**config.mk**
```make
export PLATFORM = sky130hd
export DESIGN_NAME = nibif_top
export DESIGN_NICKNAME = d
export VERILOG_FILES = /design/src/rtl/nibif_pkg.sv /design/src/rtl/nibif_fmt.sv /design/src/rtl/nibif_tx_deframe.sv /design/src/rtl/nibif_rx_frame.sv /design/src/rtl/nibif_top.sv
export SDC_FILE = /design/constraint.sdc
export NUM_CORES = 1
export LEC_CHECK = 0
export ABC_AREA = 1
export BUFFER_PORTS_ARGS = -buffer_cell sky130_fd_sc_hd__clkbuf_2
export CAP_MARGIN = 15
export CELL_PAD_IN_SITES_DETAIL_PLACEMENT = 0
export CELL_PAD_IN_SITES_GLOBAL_PLACEMENT = 2
export CORE_UTILIZATION = 30
export DETAILED_ROUTE_END_ITERATION = 6
export PLACE_DENSITY_LB_ADDON = 0.2
export SLEW_MARGIN = 20
export SYNTH_ARGS = -nofsm -noshare
export SYNTH_HDL_FRONTEND = slang
export SYNTH_SLANG_ARGS = --single-unit
```
**constraint.sdc**
```tcl
create_clock -name clk -period 1.6 [get_ports clk]
set_input_delay 0.16 -clock clk [delete_from_list [all_inputs] [get_ports clk]]
set_output_delay 0.16 -clock clk [all_outputs]
set_load 0.05 [all_outputs]
```
**src/rtl/nibif_pkg.sv**
```systemverilog
package nibif_pkg;
  localparam int unsigned WORD_W = 10;
  localparam int unsigned NIB_W  = 6;
  typedef enum logic {SER_IDLE, SER_LOW} ser_state_e;
endpackage

```
**src/rtl/nibif_fmt.sv**
```systemverilog
module nibif_fmt #(
  parameter int unsigned W = 10
) (
  input  logic [W-1:0] din,
  input  logic         flip_msb,
  output logic [W-1:0] dout
);
  always_comb begin
    dout = din;
    dout[W-1] = din[W-1] ^ flip_msb;
  end
endmodule

```
**src/rtl/nibif_tx_deframe.sv**
```systemverilog
module nibif_tx_deframe #(
  parameter int unsigned WORD_W = 10,
  parameter int unsigned NIB_W  = 6
) (
  input  logic              clk,
  input  logic              rst_n,
  input  logic [NIB_W-1:0]  nib,
  input  logic              sync,
  input  logic              first_lvl,
  input  logic              offset_bin,
  input  logic              gain_mode,
  output logic [WORD_W-1:0] word,
  output logic              valid,
  output logic [NIB_W-1:0]  gain
);
  localparam int unsigned HALF = WORD_W / 2;

  logic [HALF-1:0]   hi_q;
  logic              have_hi_q;
  logic [WORD_W-1:0] bus_word;
  logic [WORD_W-1:0] conv_word;
  logic              is_first;

  assign is_first = (sync == first_lvl);
  assign bus_word = {hi_q, nib[HALF-1:0]};

  nibif_fmt #(.W(WORD_W)) u_fmt (
    .din(bus_word), .flip_msb(offset_bin), .dout(conv_word)
  );

  always_ff @(posedge clk) begin
    if (!rst_n) begin
      hi_q      <= '0;
      have_hi_q <= 1'b0;
      word      <= '0;
      valid     <= 1'b0;
      gain      <= '0;
    end else begin
      valid <= 1'b0;
      if (gain_mode) begin
        have_hi_q <= 1'b0;
        if (is_first) gain <= nib;
      end else if (is_first) begin
        hi_q      <= nib[HALF-1:0];
        have_hi_q <= 1'b1;
      end else if (have_hi_q) begin
        word      <= conv_word;
        valid     <= 1'b1;
        have_hi_q <= 1'b0;
      end
    end
  end
endmodule

```
**src/rtl/nibif_rx_frame.sv**
```systemverilog
module nibif_rx_frame
  import nibif_pkg::*;
#(
  parameter int unsigned WORD_W = 10,
  parameter int unsigned NIB_W  = 6
) (
  input  logic              clk,
  input  logic              rst_n,
  input  logic [WORD_W-1:0] word,
  input  logic              word_valid,
  output logic              word_ready,
  input  logic              hold,
  input  logic              first_lvl,
  input  logic              offset_bin,
  output logic [NIB_W-1:0]  nib,
  output logic              sync
);
  localparam int unsigned HALF = WORD_W / 2;
  localparam int unsigned PAD  = NIB_W - HALF;

  ser_state_e        state_q;
  logic [HALF-1:0]   lo_q;
  logic [WORD_W-1:0] bus_word;

  nibif_fmt #(.W(WORD_W)) u_fmt (
    .din(word), .flip_msb(offset_bin), .dout(bus_word)
  );

  assign word_ready = (state_q == SER_IDLE) && !hold;

  always_ff @(posedge clk) begin
    if (!rst_n) begin
      state_q <= SER_IDLE;
      lo_q    <= '0;
      nib     <= '0;
      sync    <= 1'b0;
    end else if (word_valid && word_ready) begin
      lo_q    <= bus_word[HALF-1:0];
      nib     <= {{PAD{1'b0}}, bus_word[WORD_W-1:HALF]};
      sync    <= first_lvl;
      state_q <= SER_LOW;
    end else if (state_q == SER_LOW) begin
      nib     <= {{PAD{1'b0}}, lo_q};
      sync    <= ~first_lvl;
      state_q <= SER_IDLE;
    end else begin
      nib     <= '0;
      sync    <= ~first_lvl;
    end
  end
endmodule

```
**src/rtl/nibif_top.sv**
```systemverilog
module nibif_top #(
  parameter int unsigned WORD_W = nibif_pkg::WORD_W,
  parameter int unsigned NIB_W  = nibif_pkg::NIB_W
) (
  input  logic              clk,
  input  logic              rst_n,
  input  logic              cfg_first_lvl,
  input  logic              cfg_offset_bin,
  input  logic              cfg_loopback,
  input  logic              cfg_gain_mode,
  input  logic [NIB_W-1:0]  tx_nib,
  input  logic              tx_sync,
  output logic [WORD_W-1:0] tx_word,
  output logic              tx_word_valid,
  output logic [NIB_W-1:0]  gain_word,
  input  logic [WORD_W-1:0] rx_word,
  input  logic              rx_word_valid,
  output logic              rx_word_ready,
  output logic [NIB_W-1:0]  rx_nib,
  output logic              rx_sync
);
  logic [NIB_W-1:0] frm_nib;
  logic             frm_sync;
  logic [NIB_W-1:0] loop_nib_q;
  logic             loop_sync_q;
  logic             loop_sel_q;

  nibif_tx_deframe #(.WORD_W(WORD_W), .NIB_W(NIB_W)) u_txd (
    .clk(clk), .rst_n(rst_n), .nib(tx_nib), .sync(tx_sync),
    .first_lvl(cfg_first_lvl), .offset_bin(cfg_offset_bin),
    .gain_mode(cfg_gain_mode), .word(tx_word), .valid(tx_word_valid),
    .gain(gain_word)
  );

  nibif_rx_frame #(.WORD_W(WORD_W), .NIB_W(NIB_W)) u_rxf (
    .clk(clk), .rst_n(rst_n), .word(rx_word), .word_valid(rx_word_valid),
    .word_ready(rx_word_ready), .hold(cfg_loopback),
    .first_lvl(cfg_first_lvl), .offset_bin(cfg_offset_bin),
    .nib(frm_nib), .sync(frm_sync)
  );

  always_ff @(posedge clk) begin
    if (!rst_n) begin
      loop_nib_q  <= '0;
      loop_sync_q <= 1'b0;
      loop_sel_q  <= 1'b0;
    end else begin
      loop_nib_q  <= tx_nib;
      loop_sync_q <= tx_sync;
      loop_sel_q  <= cfg_loopback;
    end
  end

  assign rx_nib  = loop_sel_q ? loop_nib_q  : frm_nib;
  assign rx_sync = loop_sel_q ? loop_sync_q : frm_sync;
endmodule

```
### After elaboration in Yosys (flattened, before gate mapping)

Index checks and enable logic that the tools add are counted.

* logic and storage cells: 38
* output and inout port bits: 25
* input bits: 24
* flip-flop bits (word level): 44

* eq/ne operators: 1
* muxes and demuxes: 8
* bitwise gates (word level): 7
* reductions and logical operators: 9

Operators with widths (number)
* 2-to-1 mux 5 bit: 2
* 2-to-1 mux 6 bit: 1
* 2-to-1 mux 1 bit: 5
* inverter 1 bit: 5
* AND reduction 2 bit: 2
* OR reduction 2 bit: 2
* AND reduction 3 bit: 1
* OR reduction 3 bit: 1
* logical AND 1 bit: 2
* bitwise XOR 1 bit: 2
* equality test 1 bit: 1
* zero test 1 bit: 1

### Depth between registers and ports, before layout

Gate-level depths: netlist (run 1).

* word-level depth: 4
* depth in mapped cells: 7
* mapped depth without buffers: 7

### By module

A second synthesis (run 1) with hierarchy kept.

* cell total of the unflattened synthesis: 312
* area total of the unflattened synthesis: 2094.5 sq um

Modules (own cells, without submodules)
* nibif_tx_deframe: seq. area each 460.4 sq um, area each 1072.3 sq um, times used 1, cells each 170
* nibif_rx_frame: seq. area each 240.2 sq um, area each 520.5 sq um, times used 1, cells each 66
* nibif_top: seq. area each 160.2 sq um, area each 329.1 sq um, times used 1, cells each 48
* nibif_fmt: seq. area each 0.0 sq um, area each 86.3 sq um, times used 2, cells each 14

### Least setup slack after synthesis (run 1)

Ideal clock, no wire load.

* path kind: reg2reg
* start point: reg u_rxf.state_q
* end point: reg u_rxf.lo_q[0]
* data required time: 1.484 ns
* library setup time: 0.116 ns
* path buffers: 0
* clock period less this slack: 1.372 ns
* data arrival time: 1.255 ns
* stages on the path, launching flop included: 5
* path slack: 0.228 ns
* cell sequence: dfxtp_1 -> nor2_2 -> nand2_2 -> o21ai_0 -> nor2_1

* word-level cells in the longest chain between the ends: 3

RTL lines
* start: declaration: RTL line nibif_rx_frame.sv:21 `ser_state_e state_q;`
* start signal: assignment: RTL line nibif_rx_frame.sv:33 `state_q <= SER_IDLE;`
* start signal: assignment: RTL line nibif_rx_frame.sv:41 `state_q <= SER_LOW;`
* start signal: assignment: RTL line nibif_rx_frame.sv:45 `state_q <= SER_IDLE;`
* inverter 1 bit: RTL line nibif_rx_frame.sv:29 `assign word_ready = (state_q == SER_IDLE) && !hold;`
* logical AND 1 bit: RTL line nibif_rx_frame.sv:29
* via rx_word_ready: RTL line nibif_top.sv:18 `output logic rx_word_ready,`
* logical AND 1 bit: RTL line nibif_rx_frame.sv:37 `end else if (word_valid && word_ready) begin`
* end signal: assignment: RTL line nibif_rx_frame.sv:38 `lo_q <= bus_word[HALF-1:0];`
* end: declaration: RTL line nibif_rx_frame.sv:22 `logic [HALF-1:0] lo_q;`

The timed path passes the listed nets, and every way through them passes these cells.
A chain may end at the register's enable or synchronous reset.

### Worst setup path after layout (run 1)

* start point: reg loop_sel_q
* end point: out rx_nib[0]

* word-level cells in the longest chain between the ends: 1

RTL lines
* start: declaration: RTL line nibif_top.sv:26 `logic loop_sel_q;`
* start signal: assignment: RTL line nibif_top.sv:50 `loop_sel_q <= cfg_loopback;`
* 2-to-1 mux 6 bit: RTL line nibif_top.sv:54 `assign rx_nib = loop_sel_q ? loop_nib_q : frm_nib;`
* end: declaration: RTL line nibif_top.sv:19 `output logic [NIB_W-1:0] rx_nib,`

No other way between the ends.

==> key figures, run 1 <==
Placement
  • Placed Cells: 357
  • Port Buf Inserts: 48
  • Final GP Congestion: 0.6932
  • Hpwl dp: 2.866 mm

Synth
  • Avg Cell Area, Syn: 7.420 sq um
  • Yosys top cell area share: 0.4735
  • Synth area leader: dfxtp_1
  • Sequential share of the synthesized area: 0.4735
  • Netlist Area Pre-Place: 1818 sq um
  • Seq cells post-synth: 43
  • Unique cell type count in the Yosys netlist: 21
  • Top cells by area, synth: dfxtp_1, nand2_1, inv_1, nor2_1, nand3_1
  • Post-Syn Instances: 245
  • Syn nets: approximately 270
  • Ys Warns: 0

Drt
  • Residual DRC count: 0
  • Wirelength per Cell: 10.79 microns
  • Vias/cell: 4.266
  • Vias: 1557
  • Pre-Repair DR Iteration Count: 4
  • Final Routed Wirelength: 3.938 mm
  • DRT iter0 DRCs: 63
  • Final ANT Viol Nets: 0

Floorplanning
  • Top-level port count: 49
  • Rows: 27
  • Die Area: 6375 sq um
  • Initial Util: 0.3203
  • Die Wd: 79.85 microns
  • Core box area: roughly 5700 sq um
  • Die height: approximately 80 microns

Timing
  • RSZ-0062 raised after global routing: no
  • Period utilization: 0.9227
  • Fin. max-slew vios: 0
  • Final clock skew: 0.003858 ns
  • TNS Setup: 0 ns
  • Worst slew pin tran: between 0.3 and 0.4 ns
  • Final setup viols: 0
  • Final min period: 1.476 ns
  • Max Freq: between 600 and 700 MHz
  • Final hold viol count: 0
  • Slew margin rel.: 0.7877

Global routing
  • Gr usage total: 0.1390
  • Largest net degree at the start of global routing: 33
  • Number of global-route vias before repair: around 1500
  • Antenna violations before repair: 0
  • Global-route wire length before repair: 6.720 mm
  • GR Overflow Total: 0

Critical path
  • CP endpoint: rx_nib[0]
  • Critical path origin: loop_sel_q
  • Reg-to-Reg Start: u_txd.have_hi_q
  • Crit path cell chain: mux2_2, clkbuf_2
  • Max incr delay on CP: approximately 0.42 ns
  • Crit path capture type: primary output
  • Crit-path leading delay family: flip-flops
  • Crit Path Category: reg -> out
  • Critical R2R Capture: u_txd.word[9]
  • WP buf/inv: 1
  • Critical-path cell with the highest stage delay: dfxtp_2
  • R2R Setup Slk: 0.49 ns
  • Worst Path Arrival: 1.32 ns
  • Worst-path fanout max: 7
  • Worst reg2reg path depth: 6
  • Required time worst endpoint: 1.44 ns
  • Critical path depth: 2
  • Worst Setup Start Kind: register

Worst hold path
  • Worst hold path class: in -> reg

Finish
  • Antenna diodes: 0
  • Fraction of layout cells with a size suffix above 1: 0.2526
  • Post-Layout Cell Count: 365
  • Final core occ: 0.3823
  • Nets: roughly 320
  • Area Growth Syn to Fin: 19.34%

Power
  • Part of the power in combinational logic: 0.161
  • Pwr dens: just over 1000 nW/um^2
  • Clock share of power: 0.321
  • Max IR drop VDD: 0.4641 mV
  • Int Power: 1.540 mW
  • Leak: 1.179 nW
  • NetSw: ~670 uW
  • Sequential power share: 0.518
  • Sw frac: 0.3043

CTS
  • CTS tree: built
  • Clk root buf: clkbuf_8
  • # H-tree levels: 2
  • Num CTS Buffers: 5
  • Register clock-pin slew on the reported worst setup and hold paths: ~0.090 ns
  • Clock Latency Late Sink: 0.29 ns
  • Clock buffer depth: 2
  • # clock sinks: 43
  • Post-CTS setup buffer count: 0

Run
  • Max Cap Viol: 0

Status
  • Outcome: finished clean
## cell type report
cell class,instances,area (sq um)
clock inverters,3,23.77
fillers,637,3506
multi-input cells,149,711.9
repair buffers,49,247.7
flip-flops and latches,43,862.1
clock buffers,5,68.82
inverters,44,165.2
well taps,72,90.09
## power by group through the flow
stage	Clock (mW)	Combinational, mW	Sequential (mW)
finish	0.710	0.357	1.15
global route	0.802	0.399	1.16
CTS	0.747	0.364	1.15
detailed placement	0	0.362	1.17
global placement	0	0.361	1.17
floorplan	0	0.225	1.22
## routing by layer
layer / track usage / share of wire
met5: 0 / 0
met1: 0.1781 / 0.50
met2: 0.2248 / 0.44
met4: 0.05357 / 0.012
met3: 0.03200 / 0.040
## state kept, by name, indices dropped and copies added (netlist names), 5 cells and up
register    cells
u_rxf.lo_q      5
u_txd.hi_q      5
u_txd.word     10
u_rxf.nib       5
u_txd.gain      6
loop_nib_q      6
## worst register-to-register path: stages (launching register included)
cell and delay (ns):
dfxtp_1 0.32, inv_1 0.08, nor2_8 0.24, nand3_1 0.19
nand2_1 0.09, nand2_1 0.05, nor2_1 0.09
## kinds of logic after synthesis
logic type	synth area share
buffers and inverters	0.1349
AOI/OAI and AO/OA	0.04129
muxes	0.03716
and+or+nand+nor	0.3035
DFF	0.4735
xor gates and xnor gates	0.009637
## cells in the final DEF (no fill, tap or decap), types with 5 or more instances in the layout
cell and instances:
clkbuf_2 48, dfxtp_1 42, o21ai_0 6, a21oi_1 9, nor2_1 35, nand3_1 25, inv_1 42, mux2_2 6
nand2_1 58, clkbuf_8 5
## Yosys cell counts
cell      instances
nor2_8            1
mux2_2            6
clkbuf_1          1
nand2_1          58
buf_4             1
nor2_4            1
buf_6             4
inv_1            42
a21oi_1           9
nand2_2           2
nor2_2            2
inv_2             2
clkbuf_8          1
o21ai_0           6
nor2_1           35
nand3_2           1
nand3_1          25
nand2_4           1
xor2_1            2
dfxtp_1          43
buf_2             2
## metrics by stage
step	hold slack [ns]	power, mW	setup slack (ns)	area, sq um
detailed placement	0.3569	1.535	0.3453	2076
global placement	0.3570	1.534	0.3543	2076
CTS	0.04387	2.259	0.003261	2168
floorplan	0.2535	1.449	0.2283	1818
global route	0.03618	2.356	0.06413	2170
finish	0.05292	2.214	0.1236	2170
## what timing repair did
action	4_1_cts	5_1_grt
setup endpoints to repair	0	6
resized for setup	0	1
hold buffers	0	0
## how the worst min path moves through the flow
stage	start	end	slack [ns]	cells after the start
floorplan	tx_nib[0]	loop_nib_q[0]	0.25	2
global placement	rx_word[8]	u_rxf.nib[3]	0.36	3
detailed placement	rx_word[8]	u_rxf.nib[3]	0.36	3
CTS	rx_word[8]	u_rxf.nib[3]	0.04	3
global route	rx_word[8]	u_rxf.nib[3]	0.04	3
finish	rx_word[8]	u_rxf.nib[3]	0.05	3
Power figures use the tool's default switching activity.
==> run 2: changes to the inputs <==
CELL_PAD_IN_SITES_DETAIL_PLACEMENT = 1   (was 0)
CELL_PAD_IN_SITES_GLOBAL_PLACEMENT = 1   (was 2)
CORE_UTILIZATION = 39   (was 30)
==> key figures, run 2 (synthesis results as in run 1) <==
Critical path
  • Max incr delay on CP: 0.42 ns
  • Required time worst endpoint: 1.44 ns
  • Crit-path leading delay family: flip-flops
  • Crit Path Category: reg -> out
  • Worst-path fanout max: 7
  • WP buf/inv: 1
  • Worst Setup Start Kind: register
  • Crit path cell chain: mux2_2, clkbuf_2
  • Worst Path Arrival: ~1.3 ns
  • Critical-path cell with the highest stage delay: dfxtp_2
  • Crit path capture type: primary output

Timing
  • Final min period: 1.471 ns
  • Final hold viol count: 0
  • Worst slew pin tran: 0.3494 ns
  • Period utilization: 0.9192
  • RSZ-0062 raised after global routing: no
  • Max Freq: 679.9 MHz
  • TNS Setup: 0 ns
  • Hold_ws: 0.06136 ns
  • Final clock skew: between 0.004 and 0.005 ns
  • Final setup viols: 0
  • Slew margin rel.: 0.7671
  • Fin. max-slew vios: 0

Floorplanning
  • Top-level port count: 49
  • Die Wd: about 70 microns
  • Rows: 24
  • Initial Util: 0.4118
  • Die Area: 4939 sq um
  • Die height: 70.28 microns
  • Core box area: 4414 sq um

Placement
  • Final GP Congestion: ~0.75
  • Hpwl dp: about 3 mm
  • Port Buf Inserts: 48

Drt
  • DRT iter0 DRCs: 59
  • Pre-Repair DR Iteration Count: 4
  • Vias: 1558
  • Residual DRC count: 0
  • Final ANT Viol Nets: 0
  • Vias/cell: 4.516
  • Wirelength per Cell: approximately 12 microns
  • Final Routed Wirelength: 4.060 mm

Finish
  • Largest Register: u_txd.word
  • Nets: 316
  • Register area: 862.1 sq um
  • Area Growth Syn to Fin: 20.37%
  • Final core occ: 0.4957
  • Antenna diodes: 0
  • Multi-input gate area: 711.9 sq um
  • Commonest non-fill, non-tap cells in the layout: nand2_1, clkbuf_2, inv_1, dfxtp_1, nor2_1
  • Biggest regs: u_txd.word x10, loop_nib_q x6, u_txd.gain x6
  • Max reg flops: 10
  • Fraction of layout cells with a size suffix above 1: 0.2526
  • Commonest non-fill, non-tap cell in the layout: nand2_1
  • Fill count: between 500 and 600

Global routing
  • Antenna violations before repair: 0
  • Number of global-route vias before repair: 1499
  • Gr usage total: 0.1820
  • GR Overflow Total: 0
  • Global-route wire length before repair: 7.010 mm
  • Largest net degree at the start of global routing: 37

Run
  • Max Cap Viol: 0

CTS
  • Register clock-pin slew on the reported worst setup and hold paths: 0.08 ns
  • # clock sinks: 43
  • Post-CTS setup buffer count: 0
  • # H-tree levels: 2
  • CTS tree: built
  • Clock buffer depth: 2
  • Num CTS Buffers: 5
  • Clk root buf: clkbuf_8
  • Clock Latency Late Sink: 0.29 ns

Power
  • Pwr dens: 1148 nW/um^2
  • Total power: 2.512 mW
  • Max IR drop VDD: 0.4194 mV
  • Leak: 1.202 nW

Worst hold path
  • Worst hold path class: in -> reg

Status
  • Outcome: finished clean
run 2: changes by cell type in the layout (fill, tap and decap cells not counted), sizes merged:
| cell | delta |
|---|---|
| bufinv | +2 |
| inv | -1 |
| clkinvlp | -1 |
run 2: tightest hold or removal path, stage by stage:
cell      delay [ns]
clkbuf_2        0.08
nand2_1         0.05
nand2_1         0.05
run 2: final timing paths:
check / end / slack, ns / start / depth (start not counted)
hold reg to reg: u_rxf.nib[0] / 0.47 / u_rxf.lo_q[0] / 2
setup reg to reg: u_txd.word[9] / 0.47 / u_txd.have_hi_q / 6
hold / removal: u_rxf.nib[2] / 0.06 / rx_word[7] / 3
setup / recovery: rx_nib[3] / 0.13 / loop_sel_q / 2
run 2: stage by stage:
step | cells | worst slack, ns | cell area (sq um)
final | 345 | 0.1292 | 2188
after global routing | 345 | 0.07414 | 2188
after CTS | 345 | 0.002859 | 2187
after global placement | 337 | 0.3601 | 2051
after floorplan | 245 | 0.2283 | 1818
after detailed placement | 337 | 0.3400 | 2051
run 2: metal layers:
| metal | share of wire | GRT usage | vias up |
|---|---|---|---|
| li1 | - | - | 823 |
| met1 | 0.50 | 0.2511 | 697 |
| met2 | 0.45 | 0.2825 | 34 |
| met3 | 0.048 | 0.05051 | 4 |
| met4 | 0.0076 | 0.04000 | 0 |
| met5 | 0 | 0 | - |
run 2: final cells by class:
type / count / share of cell area
multi-input cells: 149 / 0.3253
flip-flops and latches: 43 / 0.3939
inverters: 44 / 0.07547
repair buffers: 49 / 0.1132
clock inverters: 3 / 0.03087
well taps: 52 / 0.02973
clock buffers: 5 / 0.03145
run 2: power breakdown:
| group | internal, mW | switching (mW) | leakage, nW |
|---|---|---|---|
| combinational | 0.104 | 0.257 | 0.785 |
| clock | 0.622 | 0.381 | 0.0644 |
| sequential | 1.12 | 0.0239 | 0.353 |
run 2: repair_timing:
| item | CTS | global route |
|---|---|---|
| endpoints found under the setup margin | 0 | 6 |
| hold buffers | 0 | 0 |
| hold endpoints to repair | 0 | 0 |
| resized for setup | 0 | 1 |
==> run 3: changes to the inputs <==
--- a/config.mk
+++ b/config.mk
@@ -14,3 +14,4 @@
 export DETAILED_ROUTE_END_ITERATION = 6
-export PLACE_DENSITY_LB_ADDON = 0.2
+export HOLD_SLACK_MARGIN = 0.06
+export PLACE_DENSITY_LB_ADDON = 0.08
 export SLEW_MARGIN = 20
==> constraint.sdc (replaced) <==
create_clock -name clk -period 1.6 [get_ports clk]
set_input_delay 0.08 -clock clk [delete_from_list [all_inputs] [get_ports clk]]
set_output_delay 0.08 -clock clk [all_outputs]
set_load 0.05 [all_outputs]
==> key figures, run 3 (synthesis results as in run 1) <==
Critical path
  • Crit Path Category: reg -> out
  • Crit path cell chain: mux2_2, clkbuf_2
  • Crit-path leading delay family: flip-flops
  • Worst Setup Start Kind: register
  • Max incr delay on CP: about 0.5 ns
  • Worst reg2reg path depth: 6
  • Worst-path fanout max: 7
  • Required time worst endpoint: ~1.5 ns
  • Worst Path Arrival: 1.41 ns
  • Critical path depth: 2
  • Critical-path cell with the highest stage delay: dfxtp_1
  • Crit path capture type: primary output
  • WP buf/inv: 1

Finish
  • Fraction of layout cells with a size suffix above 1: 0.2338
  • Post-Layout Cell Count: 360
  • Biggest regs: u_txd.word x10, loop_nib_q x6, u_txd.gain x6
  • Final core occ: 0.5286
  • Commonest non-fill, non-tap cells in the layout: nand2_1, clkbuf_2, dfxtp_1, inv_1, nor2_1
  • Max reg flops: 10
  • Nets: 331
  • Final instance area: 2333 sq um
  • Commonest non-fill, non-tap cell in the layout: nand2_1
  • Antenna diodes: 0
  • Largest Register: u_txd.word
  • Area Growth Syn to Fin: 28.36%

Timing
  • Final hold viol count: 0
  • RSZ-0062 raised after global routing: no
  • Worst slew pin tran: 0.3498 ns
  • Hold_ws: approximately 0.072 ns
  • Final worst setup slack: 0.1065 ns
  • Final setup viols: 0
  • Slew margin rel.: 0.7668
  • TNS Setup: 0 ns
  • Final min period: around 1.5 ns
  • Max Freq: 669.5 MHz
  • Period utilization: 0.9335
  • Final clock skew: 0.002932 ns
  • Fin. max-slew vios: 0

Power
  • Sequential power share: 0.454
  • Int Power: 1.875 mW
  • Leak: 1.266 nW
  • Clock share of power: 0.391
  • Sw frac: 0.2590
  • Pwr dens: ~1100 nW/um^2
  • NetSw: around 660 uW
  • Max IR drop VDD: about 0.48 mV
  • Total power: roughly 2.5 mW
  • Part of the power in combinational logic: 0.155

Floorplanning
  • Top-level port count: between 40 and 50
  • Die height: 70.28 microns
  • Die Wd: about 70 microns
  • Die Area: 4939 sq um
  • Initial Util: 0.4118
  • Core box area: 4414 sq um
  • Rows: 24

Drt
  • Final Routed Wirelength: 4.435 mm
  • Residual DRC count: 0
  • Vias/cell: about 4.5
  • WL met3: 180 microns
  • Top sig layer: met4
  • Met1 WL: 2.214 mm
  • Met2 WL: 1.984 mm
  • Wirelength per Cell: ~12 microns
  • DRT iter0 DRCs: 64
  • Final ANT Viol Nets: 0
  • Pre-Repair DR Iteration Count: 4
  • Vias: 1618

CTS
  • CTS tree: built
  • Clock Latency Late Sink: 0.29 ns
  • Post-CTS sizing: 0
  • Num CTS Buffers: 5
  • # clock sinks: 43
  • Clock buffer depth: 2
  • # H-tree levels: 2
  • Register clock-pin slew on the reported worst setup and hold paths: 0.08 ns
  • Clk root buf: clkbuf_8
  • Post-CTS setup buffer count: 0

Global routing
  • Global-route wire length before repair: 7.514 mm
  • Number of global-route vias before repair: 1616
  • Antenna violations before repair: 0
  • Gr usage total: 0.1965
  • Largest net degree at the start of global routing: 25
  • GR Overflow Total: 0

Status
  • Outcome: finished clean

Placement
  • Placed Cells: 337
  • Final GP Congestion: 0.7405
  • Setup WS pre-CTS: 0.4300 ns
  • Port Buf Inserts: 48
  • Hpwl dp: 3.072 mm
  • Dpl cell area: 2051 sq um

Worst hold path
  • Worst hold path class: in -> reg
  • Hold path cells: 3

Run
  • Max Cap Viol: 0
==> run 3: cell types whose count changed in the layout (fill, tap and decap cells not counted) <==
cell and delta:
dlygate4sd3_1 +15, clkbuf_1 +1, dfxtp_1 +1, dfxtp_2 -1, clkinvlp_4 -1
==> run 3: path summary, 6_finish.rpt <==
kind	slack, ns	from	to
setup reg to reg	0.49	u_txd.have_hi_q	u_txd.word[9]
hold reg to reg	0.47	u_rxf.lo_q[4]	u_rxf.nib[4]
setup / recovery	0.11	loop_sel_q	rx_sync
hold / removal	0.07	rx_word[2]	u_rxf.lo_q[2]
==> run 3: final cells by class <==
type | instances | area (sq um)
clock inverters | 2 | 60.06
well taps | 52 | 65.06
inverters | 44 | 165.2
flip-flops and latches | 43 | 860.8
repair buffers | 64 | 397.9
multi-input cells | 149 | 711.9
fillers | 567 | 2081
clock buffers | 6 | 72.57
==> run 3: power groups by stage <==
stage               logic, mW  clock network, mW  registers, mW
CTS                     0.395               1.01           1.15
detailed placement      0.364                  0           1.17
global placement        0.357                  0           1.17
global route            0.435               1.05           1.16
finish                  0.391              0.990           1.15
floorplan               0.225                  0           1.22
==> run 3: layer usage <==
metal  track usage  up-vias
li1              -      857
met1        0.2618      722
met2        0.3132       34
met3       0.04762        5
met4       0.06000        0
met5             0        -
==> run 3: what timing repair did <==
| item | CTS | global route |
|---|---|---|
| setup endpoints to repair | 0 | 0 |
| hold buffers | 15 | 0 |
| hold endpoints to repair | 15 | 0 |
==> run 3: tightest hold or removal path, delay by kind of cell <==
| family | cells | cell delay [ns] |
|---|---|---|
| compound gates | 1 | 0.09 |
| simple gates | 1 | 0.08 |
| buf+inv | 1 | 0.08 |
